===== src/rtl/tdm_sched_pkg.sv =====
// Shared types for the time-division cluster scheduler.
// Assumes nothing beyond being compiled before its users.
package tdm_sched_pkg;

    // Fetch sequencer state of the context store.
    typedef enum logic {
        FETCH_IDLE = 1'b0,
        FETCH_BUSY = 1'b1
    } fetch_state_e;

endpackage


===== src/rtl/tdm_phase_gen.sv =====
// Phase and slot timing in the double-rate state-handler domain.
// A phase bit toggles on every fast edge. A fast edge taken while the phase
// is 1 coincides with a system-clock edge. Slots last SLOT_LEN system cycles.
// Assumes SLOT_LEN >= 1.
module tdm_phase_gen #(
    parameter int SLOT_LEN = 4
) (
    input  logic clk2x,
    input  logic rst_n,
    output logic boundary
);
    localparam int CNT_W = (SLOT_LEN > 1) ? $clog2(SLOT_LEN) : 1;

    logic             phase_q;
    logic [CNT_W-1:0] tick_cnt_q;

    // Phase bit: marks the fast edges aligned with system edges.
    always_ff @(posedge clk2x) begin
        if (!rst_n) phase_q <= 1'b0;
        else        phase_q <= ~phase_q;
    end

    // Count system ticks within a slot, wrapping at SLOT_LEN.
    always_ff @(posedge clk2x) begin
        if (!rst_n) begin
            tick_cnt_q <= '0;
        end else if (phase_q) begin
            if (tick_cnt_q == CNT_W'(SLOT_LEN - 1)) tick_cnt_q <= '0;
            else                                    tick_cnt_q <= tick_cnt_q + 1'b1;
        end
    end

    // Boundary on the last system tick of a slot.
    assign boundary = phase_q && (tick_cnt_q == CNT_W'(SLOT_LEN - 1));

    // two boundaries are never on adjacent fast edges.
    a_r2_boundary_spacing: assert property (@(posedge clk2x) disable iff (!rst_n)
        boundary |=> !boundary);

endmodule


===== src/rtl/tdm_rr_pick.sv =====
// Round-robin selector: the first eligible index after cur, wrapping, with
// cur itself tried last. found is 0 when no index is eligible. Purely
// combinational. Assumes NCLUS >= 2.
module tdm_rr_pick #(
    parameter int NCLUS = 6,
    localparam int IDX_W = $clog2(NCLUS)
) (
    input  logic [NCLUS-1:0] elig,
    input  logic [IDX_W-1:0] cur,
    output logic             found,
    output logic [IDX_W-1:0] pick
);
    // Scan downward so the smallest forward distance wins.
    always_comb begin
        found = 1'b0;
        pick  = cur;
        for (int d = NCLUS; d >= 1; d--) begin
            int c;
            c = (int'(cur) + d) % NCLUS;
            if (elig[c]) begin
                found = 1'b1;
                pick  = IDX_W'(c);
            end
        end
        // whatever is picked must be eligible.
        a_r3_pick_eligible: assert (!found || elig[pick]);
    end

endmodule


===== src/rtl/tdm_ctx_store.sv =====
// Per-cluster context register array. A write lands on the request edge.
// A read address is captured on the request edge and the data appears one
// fast cycle later, with a one-cycle valid strobe. Assumes a read and a
// write in the same cycle target different entries.
module tdm_ctx_store
    import tdm_sched_pkg::*;
#(
    parameter int NCLUS = 6,
    parameter int CTX_W = 16,
    localparam int IDX_W = $clog2(NCLUS)
) (
    input  logic             clk2x,
    input  logic             rst_n,
    input  logic             wr_en,
    input  logic [IDX_W-1:0] wr_addr,
    input  logic [CTX_W-1:0] wr_data,
    input  logic             rd_en,
    input  logic [IDX_W-1:0] rd_addr,
    output logic [CTX_W-1:0] rd_data,
    output logic             rd_valid
);
    logic [CTX_W-1:0] mem_q [NCLUS];
    logic [IDX_W-1:0] rd_addr_q;
    fetch_state_e     fetch_q;

    // Context array: cleared on reset, written on save.
    always_ff @(posedge clk2x) begin
        if (!rst_n) begin
            for (int i = 0; i < NCLUS; i++) mem_q[i] <= '0;
        end else if (wr_en) begin
            mem_q[wr_addr] <= wr_data;
        end
    end

    // Fetch sequencer: capture the address, then deliver data one cycle later.
    always_ff @(posedge clk2x) begin
        if (!rst_n) begin
            fetch_q   <= FETCH_IDLE;
            rd_addr_q <= '0;
            rd_data   <= '0;
            rd_valid  <= 1'b0;
        end else begin
            rd_valid <= (fetch_q == FETCH_BUSY);
            if (fetch_q == FETCH_BUSY) rd_data <= mem_q[rd_addr_q];
            if (rd_en) begin
                fetch_q   <= FETCH_BUSY;
                rd_addr_q <= rd_addr;
            end else begin
                fetch_q   <= FETCH_IDLE;
            end
        end
    end

    // the save and the fetch of one switch never hit the same entry.
    a_r7_distinct_entries: assert property (@(posedge clk2x) disable iff (!rst_n)
        (wr_en && rd_en) |-> (wr_addr != rd_addr));

endmodule


===== src/rtl/tdm_slot_sched.sv =====
// Time-division slot scheduler for simulated node clusters on one fabric.
// It derives busy flags from the occupancy summaries, picks the next busy
// cluster round-robin at each slot boundary, parks with slot_valid low when
// all clusters are idle, and runs a save/restore context switch that
// finishes within one system period. Assumes inputs change away from clk2x
// rising edges, with NCLUS >= 2 and SLOT_LEN >= 1.
module tdm_slot_sched
    import tdm_sched_pkg::*;
#(
    parameter int NCLUS    = 6,
    parameter int OCC_W    = 4,
    parameter int CTX_W    = 16,
    parameter int SLOT_LEN = 4,
    localparam int IDX_W   = $clog2(NCLUS)
) (
    input  logic                   clk2x,
    input  logic                   rst_n,
    input  logic [NCLUS*OCC_W-1:0] occ_in,
    input  logic [CTX_W-1:0]       ctx_save_data,
    output logic [IDX_W-1:0]       active_idx,
    output logic                   slot_valid,
    output logic [CTX_W-1:0]       ctx_restore_data,
    output logic                   ctx_restore_valid
);
    logic [NCLUS-1:0] busy_vec;
    logic             boundary;
    logic             any_busy;
    logic [IDX_W-1:0] next_idx;
    logic             do_switch;

    // Per-cluster busy flag: any pending intra-cluster flit.
    for (genvar g = 0; g < NCLUS; g++) begin : g_busy
        assign busy_vec[g] = |occ_in[g*OCC_W +: OCC_W];
    end

    tdm_phase_gen #(.SLOT_LEN(SLOT_LEN)) u_phase (
        .clk2x    (clk2x),
        .rst_n    (rst_n),
        .boundary (boundary)
    );

    tdm_rr_pick #(.NCLUS(NCLUS)) u_pick (
        .elig  (busy_vec),
        .cur   (active_idx),
        .found (any_busy),
        .pick  (next_idx)
    );

    // Switch only when the grant actually moves.
    assign do_switch = boundary && any_busy && (next_idx != active_idx);

    tdm_ctx_store #(.NCLUS(NCLUS), .CTX_W(CTX_W)) u_store (
        .clk2x    (clk2x),
        .rst_n    (rst_n),
        .wr_en    (do_switch),
        .wr_addr  (active_idx),
        .wr_data  (ctx_save_data),
        .rd_en    (do_switch),
        .rd_addr  (next_idx),
        .rd_data  (ctx_restore_data),
        .rd_valid (ctx_restore_valid)
    );

    // Grant register: update the active cluster and validity at boundaries.
    always_ff @(posedge clk2x) begin
        if (!rst_n) begin
            active_idx <= '0;
            slot_valid <= 1'b0;
        end else if (boundary) begin
            slot_valid <= any_busy;
            if (any_busy) active_idx <= next_idx;
        end
    end

    // the grant holds between boundaries.
    a_r2_hold_between: assert property (@(posedge clk2x) disable iff (!rst_n)
        !boundary |=> ($stable(active_idx) && $stable(slot_valid)));

    // a valid slot always belongs to a cluster that was busy at the boundary.
    a_r3_idle_never_granted: assert property (@(posedge clk2x) disable iff (!rst_n)
        boundary |=> (!slot_valid ||
                      ((($past(busy_vec) >> active_idx) & NCLUS'(1)) != '0)));

    // with every cluster idle the grant parks and the slot is invalid.
    a_r5_all_idle_park: assert property (@(posedge clk2x) disable iff (!rst_n)
        (boundary && (busy_vec == '0)) |=> (!slot_valid && $stable(active_idx)));

    // a restore strobe follows a boundary by one cycle, and only on a move.
    a_r8_restore_after_move: assert property (@(posedge clk2x) disable iff (!rst_n)
        ctx_restore_valid |-> ($past(boundary, 2) &&
                               ($past(active_idx, 2) != $past(active_idx, 1))));

endmodule


===== config.mk =====
export PLATFORM = sky130hd
export DESIGN_NAME = tdm_slot_sched
export DESIGN_NICKNAME = d
export VERILOG_FILES = /design/src/rtl/tdm_sched_pkg.sv /design/src/rtl/tdm_phase_gen.sv /design/src/rtl/tdm_rr_pick.sv /design/src/rtl/tdm_ctx_store.sv /design/src/rtl/tdm_slot_sched.sv
export SDC_FILE = /design/constraint.sdc
export NUM_CORES = 1
export LEC_CHECK = 0
export BUFFER_PORTS_ARGS = -buffer_cell sky130_fd_sc_hd__buf_2
export CAP_MARGIN = 20
export CORE_MARGIN = 5
export CORE_UTILIZATION = 26
export CTS_CLUSTER_DIAMETER = 30
export DETAILED_ROUTE_END_ITERATION = 16
export PLACE_DENSITY_LB_ADDON = 0.25
export SKIP_CTS_REPAIR_TIMING = 1
export SLEW_MARGIN = 10
export SYNTH_ARGS = -nofsm -noshare
export SYNTH_HDL_FRONTEND = slang
export SYNTH_SLANG_ARGS = --single-unit

===== constraint.sdc =====
create_clock -name clk2x -period 6.6 [get_ports clk2x]
set_clock_uncertainty 0.15 [all_clocks]
set_input_delay 0.99 -clock clk2x [delete_from_list [all_inputs] [get_ports clk2x]]
set_output_delay 0.99 -clock clk2x [all_outputs]
set_load 0.005 [all_outputs]

# Yosys cells after proc, flatten, opt, wreduce, memory -nomap -nowiden
# Memories as Yosys holds them, arrays and structs flattened. A register that Yosys moved wholly into a read port is not among the register bits.
# Cells that the tools add are included.
[totals]
reg_bits = 12
ramBits = 96
in_bits = 42
word_cells = 80
n_memories = 1
[memory_table]
columns = ["memory", "depth", "width", "read_ports", "rd_clocked_by_memory_dff", "write_ports", "line_no", "text"]
rows = [
  ["u_store.mem_q", 6, 16, 1, 1, 6, "tdm_ctx_store.sv:22", "logic [CTX_W-1:0] mem_q [NCLUS];"],
]
[op_classes]
addsub = 7
n_div = 6
order_cmp = 6
eq_ne = 2
muxes = 38
bitwise = 1
reduce_logical = 12
[op_table]
columns = ["cell", "n"]
rows = [
  ["$lt 32x5->1 const B", 6],
  ["$mod 32x4->32 const B", 6],
  ["$reduce_or 4->1", 6],
  ["$mux 1", 23],
  ["$mux 3", 7],
  ["$bmux 1 s3", 6],
  ["$mux 16", 1],
  ["$reduce_or 16->1", 1],
  ["$add 3x3->4 const B", 3],
  ["$add 3x2->4 const B", 2],
  ["$add 3x1->4 const B", 1],
  ["$logic_and 1x1->1", 3],
  ["$ne 3x3->1", 1],
  ["$add 2x1->2 const B", 1],
  ["$eq 2x2->1 const B", 1],
  ["$mux 2", 1],
  ["$reduce_and 2->1", 1],
  ["$logic_not 1->1", 1],
  ["$not 1->1", 1],
]

# Logic depth before layout (Yosys ltp)
# Gate-level depths: netlist (run 1).
[logic_depth]
word_depth = 18
ltp_mapped = 20
depth_no_buf = 15

# Modules after synthesis
# Synthesis (run 1) repeated with hierarchy kept, for this count alone.
[unflattened]
cells_unflattened = 627
hier_area_um2 = 7549.7
[by_module_without_submodules]
columns = ["module", "instances", "cells_each", "area_per_inst_um2", "seq_area_each_um2"]
rows = [
  ["tdm_ctx_store", 1, 450, 6144.6, 4264.1],
  ["tdm_rr_pick", 1, 140, 1034.7, 0.0],
  ["tdm_slot_sched", 1, 26, 239.0, 80.1],
  ["tdm_phase_gen", 1, 11, 131.4, 60.1],
]

# Least setup slack after synthesis (run 1)
# No wires, ideal clock.
[synth_timing]
kind = "reg2reg"
startpoint = "reg active_idx[2]"
endpoint = "mem u_store.mem_q[5][0] (enable)"
arrival_time_ns = 5.559
setup_slack_ns = 0.455
path_stages_with_launch = 19
path_buffers = 3
path_cell_list = "dfxtp_1 > buf_4 > clkbuf_1 > clkinv_1 > ha_1 > buf_2 > a21oi_1 > inv_1 > ha_1 > nand3b_1 > a32o_1 > or3_1 > a21o_1 > nand3_1 > a311oi_1 > a211oi_2 > xnor2_1 > o21ai_2 > o41ai_1"
[synth_lines]
columns = ["item", "line_no", "text"]
rows = [
  ["start, declared", "tdm_slot_sched.sv:20", "output logic [IDX_W-1:0] active_idx,"],
  ["start signal, assigned", "tdm_slot_sched.sv:71", "if (any_busy) active_idx <= next_idx;"],
  ["end, declared", "tdm_ctx_store.sv:22", ""],
]

==> impl_metrics.json, run 1 <==
{
  "status": "completed",
  "tightest_slew_ps": 918,
  "core_sq_um": 29700,
  "startpoint_type": "register",
  "cts_root_buf": "clkbuf_16",
  "hpwl_um": 13800,
  "drt-pass1-iter-count": 4,
  "drive_gt1_share_pct": 24.8,
  "synth_fa_ha_area_share_pct": 2.39,
  "clockBufferDepth": 2,
  "ys_seq_elements": 156,
  "synth-edff-count": 128,
  "synthXorXnorAreaFrac_pct": 0.764,
  "muxShareOfSynthArea_pct": 13.7,
  "antenna_cells": 0,
  "cp.arrival_ps": 5200,
  "die_w_um": 184,
  "fin_crit_ps": 5210,
  "rsz0062_at_grt": "no",
  "critical_path_class": "register to register",
  "fmax_mhz": 192,
  "grt_max_degree": 48,
  "io_pins": 63,
  "drc": 0,
  "mostFrequentLayoutCells": "edfxtp_1, nor3_1, buf_2",
  "numCtsBuffers": 17,
  "cp_max_fo": 47,
  "yosysSeqAreaShare_pct": 56.0,
  "grt_use_total_pct": 12.0,
  "maxCapViolCount": 0,
  "syn-num-nets": 695,
  "leakagePower_nw": 3.20,
  "die_y_um": 184,
  "die-area_sq_um": 33800,
  "power.density_nw_per_um2": 225,
  "nFillCells": 2951,
  "viasPerCell": 4.87,
  "final-instance-count-excl-fill": 1097,
  "ys_async_sr_fraction_pct": 0,
  "yosys.area_share.simple_pct": 14.7,
  "yosys.area.top_type": "edfxtp_1",
  "setup.worst_path.end_class": "register",
  "hold_path_class": "register to register",
  "p_total_mw": 2.07,
  "timing.final.crit_share_pct": 78.9,
  "synth_compound_area_share_pct": 8.40,
  "grt.overflow.total": 0,
  "cts_tree": "built",
  "start_util_pct": 26.5,
  "drv_slew": 0,
  "fin_util_pct": 30.9,
  "grt_pass1_vias": 5195,
  "synth_top_family_by_area": "simple AND/OR/NAND/NOR gates",
  "yosysWarnings": 0,
  "yosysUniqueCellTypes": 69,
  "layout_commonest_cell": "edfxtp_1",
  "tns_ps": 0,
  "area_growth_pct": 16.9,
  "post_drt_wl_per_cell_um": 18.4,
  "synth_flop_cell": "edfxtp_1",
  "dpl_cell_area_sq_um": 8650,
  "grt_antenna_before_repair": 2,
  "r2r_setup_slack_ps": 1390,
  "num_rows": 63,
  "syn_area_sq_um": 7860,
  "design_area_sq_um": 9190,
  "via_count": 5345,
  "cts.sinks": 156,
  "clk_latency_ps": 420,
  "dpl.cell_count": 1064,
  "slew_headroom_pct": 38.7,
  "synth_area_leaders": "edfxtp_1, mux4_2, dfxtp_1",
  "synth_area_per_cell_sq_um": 12.3,
  "hold_viol_final": 0,
  "numPortBuffers": 62,
  "setup_violations": 0,
  "cts.reportedPaths.clkPinSlew_ps": 60,
  "synth_top_cell_area_share_pct": 48.9,
  "synth_cells": 638,
  "grt_pass1_wl_um": 31300,
  "worstPathRequired_ps": 6590,
  "htreeDepth": 4,
  "fin_nets": 751,
  "gp_congestion": 0.838,
  "vdd_drop_max_uv": 158,
  "final_antenna_net_count": 0,
  "totalWireLength_um": 20200,
  "drtIter0Drc": 322
}
## synth_stat cells, types with 3 or more instances
| library cell | count |
|---|---|
| a211o_1 | 3 |
| a211oi_1 | 18 |
| a21o_1 | 3 |
| a21oi_1 | 15 |
| a31oi_1 | 5 |
| and2_1 | 4 |
| buf_1 | 7 |
| buf_2 | 9 |
| buf_4 | 3 |
| clkbuf_1 | 24 |
| dfxtp_1 | 28 |
| edfxtp_1 | 128 |
| ha_1 | 15 |
| inv_1 | 23 |
| inv_2 | 4 |
| mux2i_1 | 24 |
| mux4_2 | 34 |
| nand2_1 | 51 |
| nand2b_1 | 5 |
| nand3_1 | 6 |
| nand4_1 | 3 |
| nor2_1 | 47 |
| nor2b_1 | 3 |
| nor3_1 | 89 |
| nor4_2 | 4 |
| o211ai_1 | 3 |
| o21a_1 | 3 |
| o21ai_0 | 5 |
| o21bai_1 | 3 |
| o22ai_1 | 4 |
| o31a_1 | 3 |
| o31ai_1 | 5 |
| or2_1 | 4 |
| or3_1 | 4 |
| xnor2_1 | 4 |
## state kept, by name, summed over array words and instances, names as in the netlist
register,flops
u_store.rd_addr_q,3
slot_valid,1
u_store.rd_valid,1
u_phase.tick_cnt_q,2
u_store.mem_q,128
u_store.rd_data,16
u_store.fetch_q,1
active_idx,3
u_phase.phase_q,1
## per-stage QoR
step	setup WS (ps)	hold WS, ps
2_1_floorplan	455	295
3_3_place_gp	1570	310
3_5_place_dp	1420	315
4_1_cts	1390	325
5_1_grt	979	352
6_report	1390	322
## area by class of cell
cell class              instances  area [sq um]  share of cell area [%]
flip-flops and latches        156          4410                    47.9
clock inverters                14           103                    1.12
clock buffers                  18           429                    4.67
inverters                      29           109                    1.18
multi-input cells             408          3190                    34.7
repair buffers                 82           464                    5.05
well taps                     390           488                    5.31
## where the power goes
group | total [mW] | internal, mW | switching (mW)
combinational | 0.0939 | 0.0351 | 0.0588
sequential | 1.09 | 1.08 | 0.00753
clock | 0.890 | 0.510 | 0.380
## final timing paths
kind	start	endpoint	cells past startpoint
setup reg to reg	active_idx[2]$_SDFFE_PN0P_	u_store.mem_q[7][12]$_DFFE_PP_	16
hold reg to reg	slot_valid$_SDFFE_PN0P_	slot_valid$_SDFFE_PN0P_	2
setup / recovery	active_idx[2]$_SDFFE_PN0P_	u_store.mem_q[7][12]$_DFFE_PP_	16
hold / removal	slot_valid$_SDFFE_PN0P_	slot_valid$_SDFFE_PN0P_	2
## critical path, cell delays in order (launching register included)
cell,delay [ps]
dfxtp_1,520
clkinv_1,330
ha_1,410
a21oi_1,250
inv_1,70
ha_1,300
nand3b_1,200
a32o_1,310
or3_1,320
a21o_1,200
nand3_1,80
a311oi_1,100
a211oi_2,430
xnor2_1,210
o211ai_4,350
buf_4,500
nor2_1,170
## cell families (layout without fill, tap and decap cells)
kind of cell | after synthesis | after routing
AND/OR/NAND/NOR | 235 | 235
XOR/XNOR | 6 | 6
adder cells (fa/ha/maj) | 15 | 15
AO/OA/AOI/OAI | 89 | 89
buffers and inverters | 74 | 143
multiplexers | 63 | 63
flip-flops | 156 | 156
## routing by layer
layer / global-route usage [%] / routed length, um / up-vias
met5: 0 / 27 / -
met4: 3.82 / 291 / 4
met3: 2.79 / 1080 / 20
met2: 17.6 / 9050 / 131
met1: 17.7 / 9780 / 2634
li1: - / - / 2556
Power figures use the tool's default switching activity.
==> inputs of run 2 (changes only) <==
ABC_AREA = 1   (was default)
clock period = 5 ns   (was 6.6 ns; I/O delays follow)
==> run 2 against run 1 <==
Effect of this change:
- sequential cell count did not move
- count of clock-buffer cells in the layout up 5
- critical path type unchanged
- worst setup slack got worse by 840 ps
- sequential power up 32%
- core utilization shrank 0.49 points
- critical endpoint is now u_store.mem_q[4][12]$_SDFFCE_PN0P_
- non-clock buffer count stayed put
- synthesized area is 0.73% higher
- power grew 39%
- via count grew 8.1%
- sequential share of layout area is 0.24 points lower
- register-to-register slack worse by 840 ps
- highest routed layer is now met4
- largest cell class unchanged
==> impl_metrics.json, run 2 <==
{
  "area_growth_pct": 16.7,
  "grt_pass1_vias": 5523,
  "multiInputGateArea_sq_um": 3010,
  "synth_top_cell_area_share_pct": 48.5,
  "viasPerCell": 4.53,
  "num_rows": 64,
  "power.density_nw_per_um2": 312,
  "critical_path_class": "register to register",
  "fmax_mhz": 225,
  "drt-pass1-iter-count": 5,
  "regMostFlops": "u_store.mem_q",
  "nFillCells": 3136,
  "timing.final.crit_share_pct": 89.0,
  "cts.reportedPaths.clkPinSlew_ps": 60,
  "yosysMostFrequentCell": "edfxtp_1",
  "cp_max_fo": 16,
  "setup_violations": 0,
  "numCtsBuffers": 17,
  "via_count": 5777,
  "critPathMaxStageDelay_ps": 570,
  "yosysSeqAreaShare_pct": 55.6,
  "cp.arrival_ps": 4340,
  "vdd_drop_max_uv": 207,
  "hold_viol_final": 0,
  "worstPathRequired_ps": 4890,
  "totalWireLength_um": 20300,
  "cts.sinks": 156,
  "yosys.area.top_type": "edfxtp_1",
  "htreeDepth": 4,
  "yosysUniqueCellTypes": 38,
  "synth_flop_cell": "edfxtp_1",
  "crit_path_frequent_cell": "nand2_1",
  "die_y_um": 185,
  "grt_max_degree": 65,
  "leakagePower_nw": 3.66,
  "synth_area_per_cell_sq_um": 9.84,
  "layout_commonest_cell": "edfxtp_1",
  "cts_tree": "built",
  "fin_util_pct": 30.4,
  "status": "completed",
  "setup.worst_path.end_class": "register",
  "grt_antenna_before_repair": 0,
  "largest_register_ffs": 128,
  "tns_ps": 0,
  "gp_congestion": 0.809,
  "syn_area_sq_um": 7920,
  "grt_pass1_wl_um": 32100,
  "maxCapViolCount": 0,
  "drtIter0Drc": 484,
  "start_util_pct": 26.1,
  "drc": 0,
  "grt.overflow.total": 0,
  "cts_root_buf": "clkbuf_16",
  "hpwl_um": 13800,
  "die_w_um": 185,
  "startpoint_type": "register",
  "grt_use_total_pct": 12.2,
  "ys_async_sr_fraction_pct": 0,
  "post_drt_wl_per_cell_um": 15.9,
  "synth_cells": 805,
  "slew_headroom_pct": 49.5,
  "numPortBuffers": 62,
  "io_pins": 63,
  "critical_path.slowest_cell": "nand2_1",
  "mostFrequentLayoutCells": "edfxtp_1, nor2_1, o21ai_0",
  "rsz0062_at_grt": "no",
  "fin_crit_ps": 4450,
  "die-area_sq_um": 34000,
  "drive_gt1_share_pct": 23.4,
  "drv_slew": 0,
  "largest_registers": "u_store.mem_q (128), u_store.rd_data (16)",
  "fin_nets": 922,
  "final_antenna_net_count": 0,
  "register_area_sq_um": 4410,
  "tightest_slew_ps": 755,
  "ys_seq_elements": 156,
  "core_sq_um": 30300,
  "synth_area_leaders": "edfxtp_1, dfxtp_1, o21ai_0",
  "clockBufferDepth": 2,
  "yosysWarnings": 0,
  "synth-edff-count": 128,
  "syn-num-nets": 862,
  "ys_top_cells_by_count": "edfxtp_1, nor2_1, o21ai_0, nand2_1, inv_1",
  "hold_path_class": "register to register",
  "clk_latency_ps": 420
}
==> run 2: cell count changes after synthesis, sizes merged, moves of 14 or more <==
cell    before  now
nand2       51  125
nor2        47  168
o21ai        6  109
nand3        7   42
nor3        89    1
o221ai       0   16
mux4        34    0
a211oi      19    1
nand4        3   17
mux2i       26    0
inv         27   64
==> run 2: logic make-up (layout without fill, tap and decap cells) <==
| logic type | count (synthesis) | count (layout) | synth area share, % |
|---|---|---|---|
| xor+xnor | 1 | 1 | 0.111 |
| fa+ha+maj | 15 | 15 | 2.37 |
| simple gates | 355 | 355 | 23.3 |
| other cells | 0 | 1 | 0 |
| buf+inv | 107 | 179 | 6.32 |
| flops | 156 | 156 | 55.6 |
| compound gates | 171 | 171 | 12.3 |
==> run 2: where the power goes <==
part	switching, mW	total [mW]	internal, mW
clock network	0.507	1.29	0.785
logic	0.106	0.153	0.0476
registers	0.0107	1.44	1.43
total	0.624	2.89	2.26
==> run 2: layout make-up <==
cell class | instances | area share, %
sequential | 156 | 47.7
multi-input combinational | 542 | 32.6
clock buffer | 23 | 5.65
tap | 396 | 5.36
timing repair buffer | 82 | 5.07
inverter | 66 | 2.74
clock inverter | 8 | 0.840
antenna | 1 | 0.0271
==> run 2: worst max-delay path: cells and delay by family (launching register included) <==
kind          cells  cell delay, ps
buf+inv           2             310
flops             1             520
fa+ha+maj         2             560
simple gates     24            2510
==> run 2: path summary, 6_finish.rpt <==
check | slack [ps] | cells past startpoint | startpoint | to
hold / removal | 340 | 2 | slot_valid$_SDFFE_PN0P_ | slot_valid$_SDFFE_PN0P_
setup / recovery | 550 | 28 | active_idx[2]$_SDFFE_PN0P_ | u_store.mem_q[4][12]$_SDFFCE_PN0P_
setup reg to reg | 550 | 28 | active_idx[2]$_SDFFE_PN0P_ | u_store.mem_q[4][12]$_SDFFCE_PN0P_
hold reg to reg | 340 | 2 | slot_valid$_SDFFE_PN0P_ | slot_valid$_SDFFE_PN0P_
==> run 2: per-stage QoR <==
stage	hold slack [ps]	power (mW)	cell area (sq um)	worst slack [ps]	instances
finish	338	2.89	9240	550	1274
global route	364	2.99	9240	143	1273
CTS	340	2.91	9220	543	1272
detailed placement	329	1.62	8620	558	1241
global placement	325	1.62	8620	613	1241
floorplan	292	1.56	7920	540	805
==> run 2: routing by layer <==
metal / wire length, um / vias up / part of all wire (%) / track usage (%)
li1: - / 2892 / - / -
met1: 10200 / 2753 / 50 / 18.1
met2: 9100 / 119 / 45 / 18.3
met3: 764 / 13 / 3.8 / 2.11
met4: 235 / 0 / 1.2 / 3.25
met5: 0 / - / 0 / 0
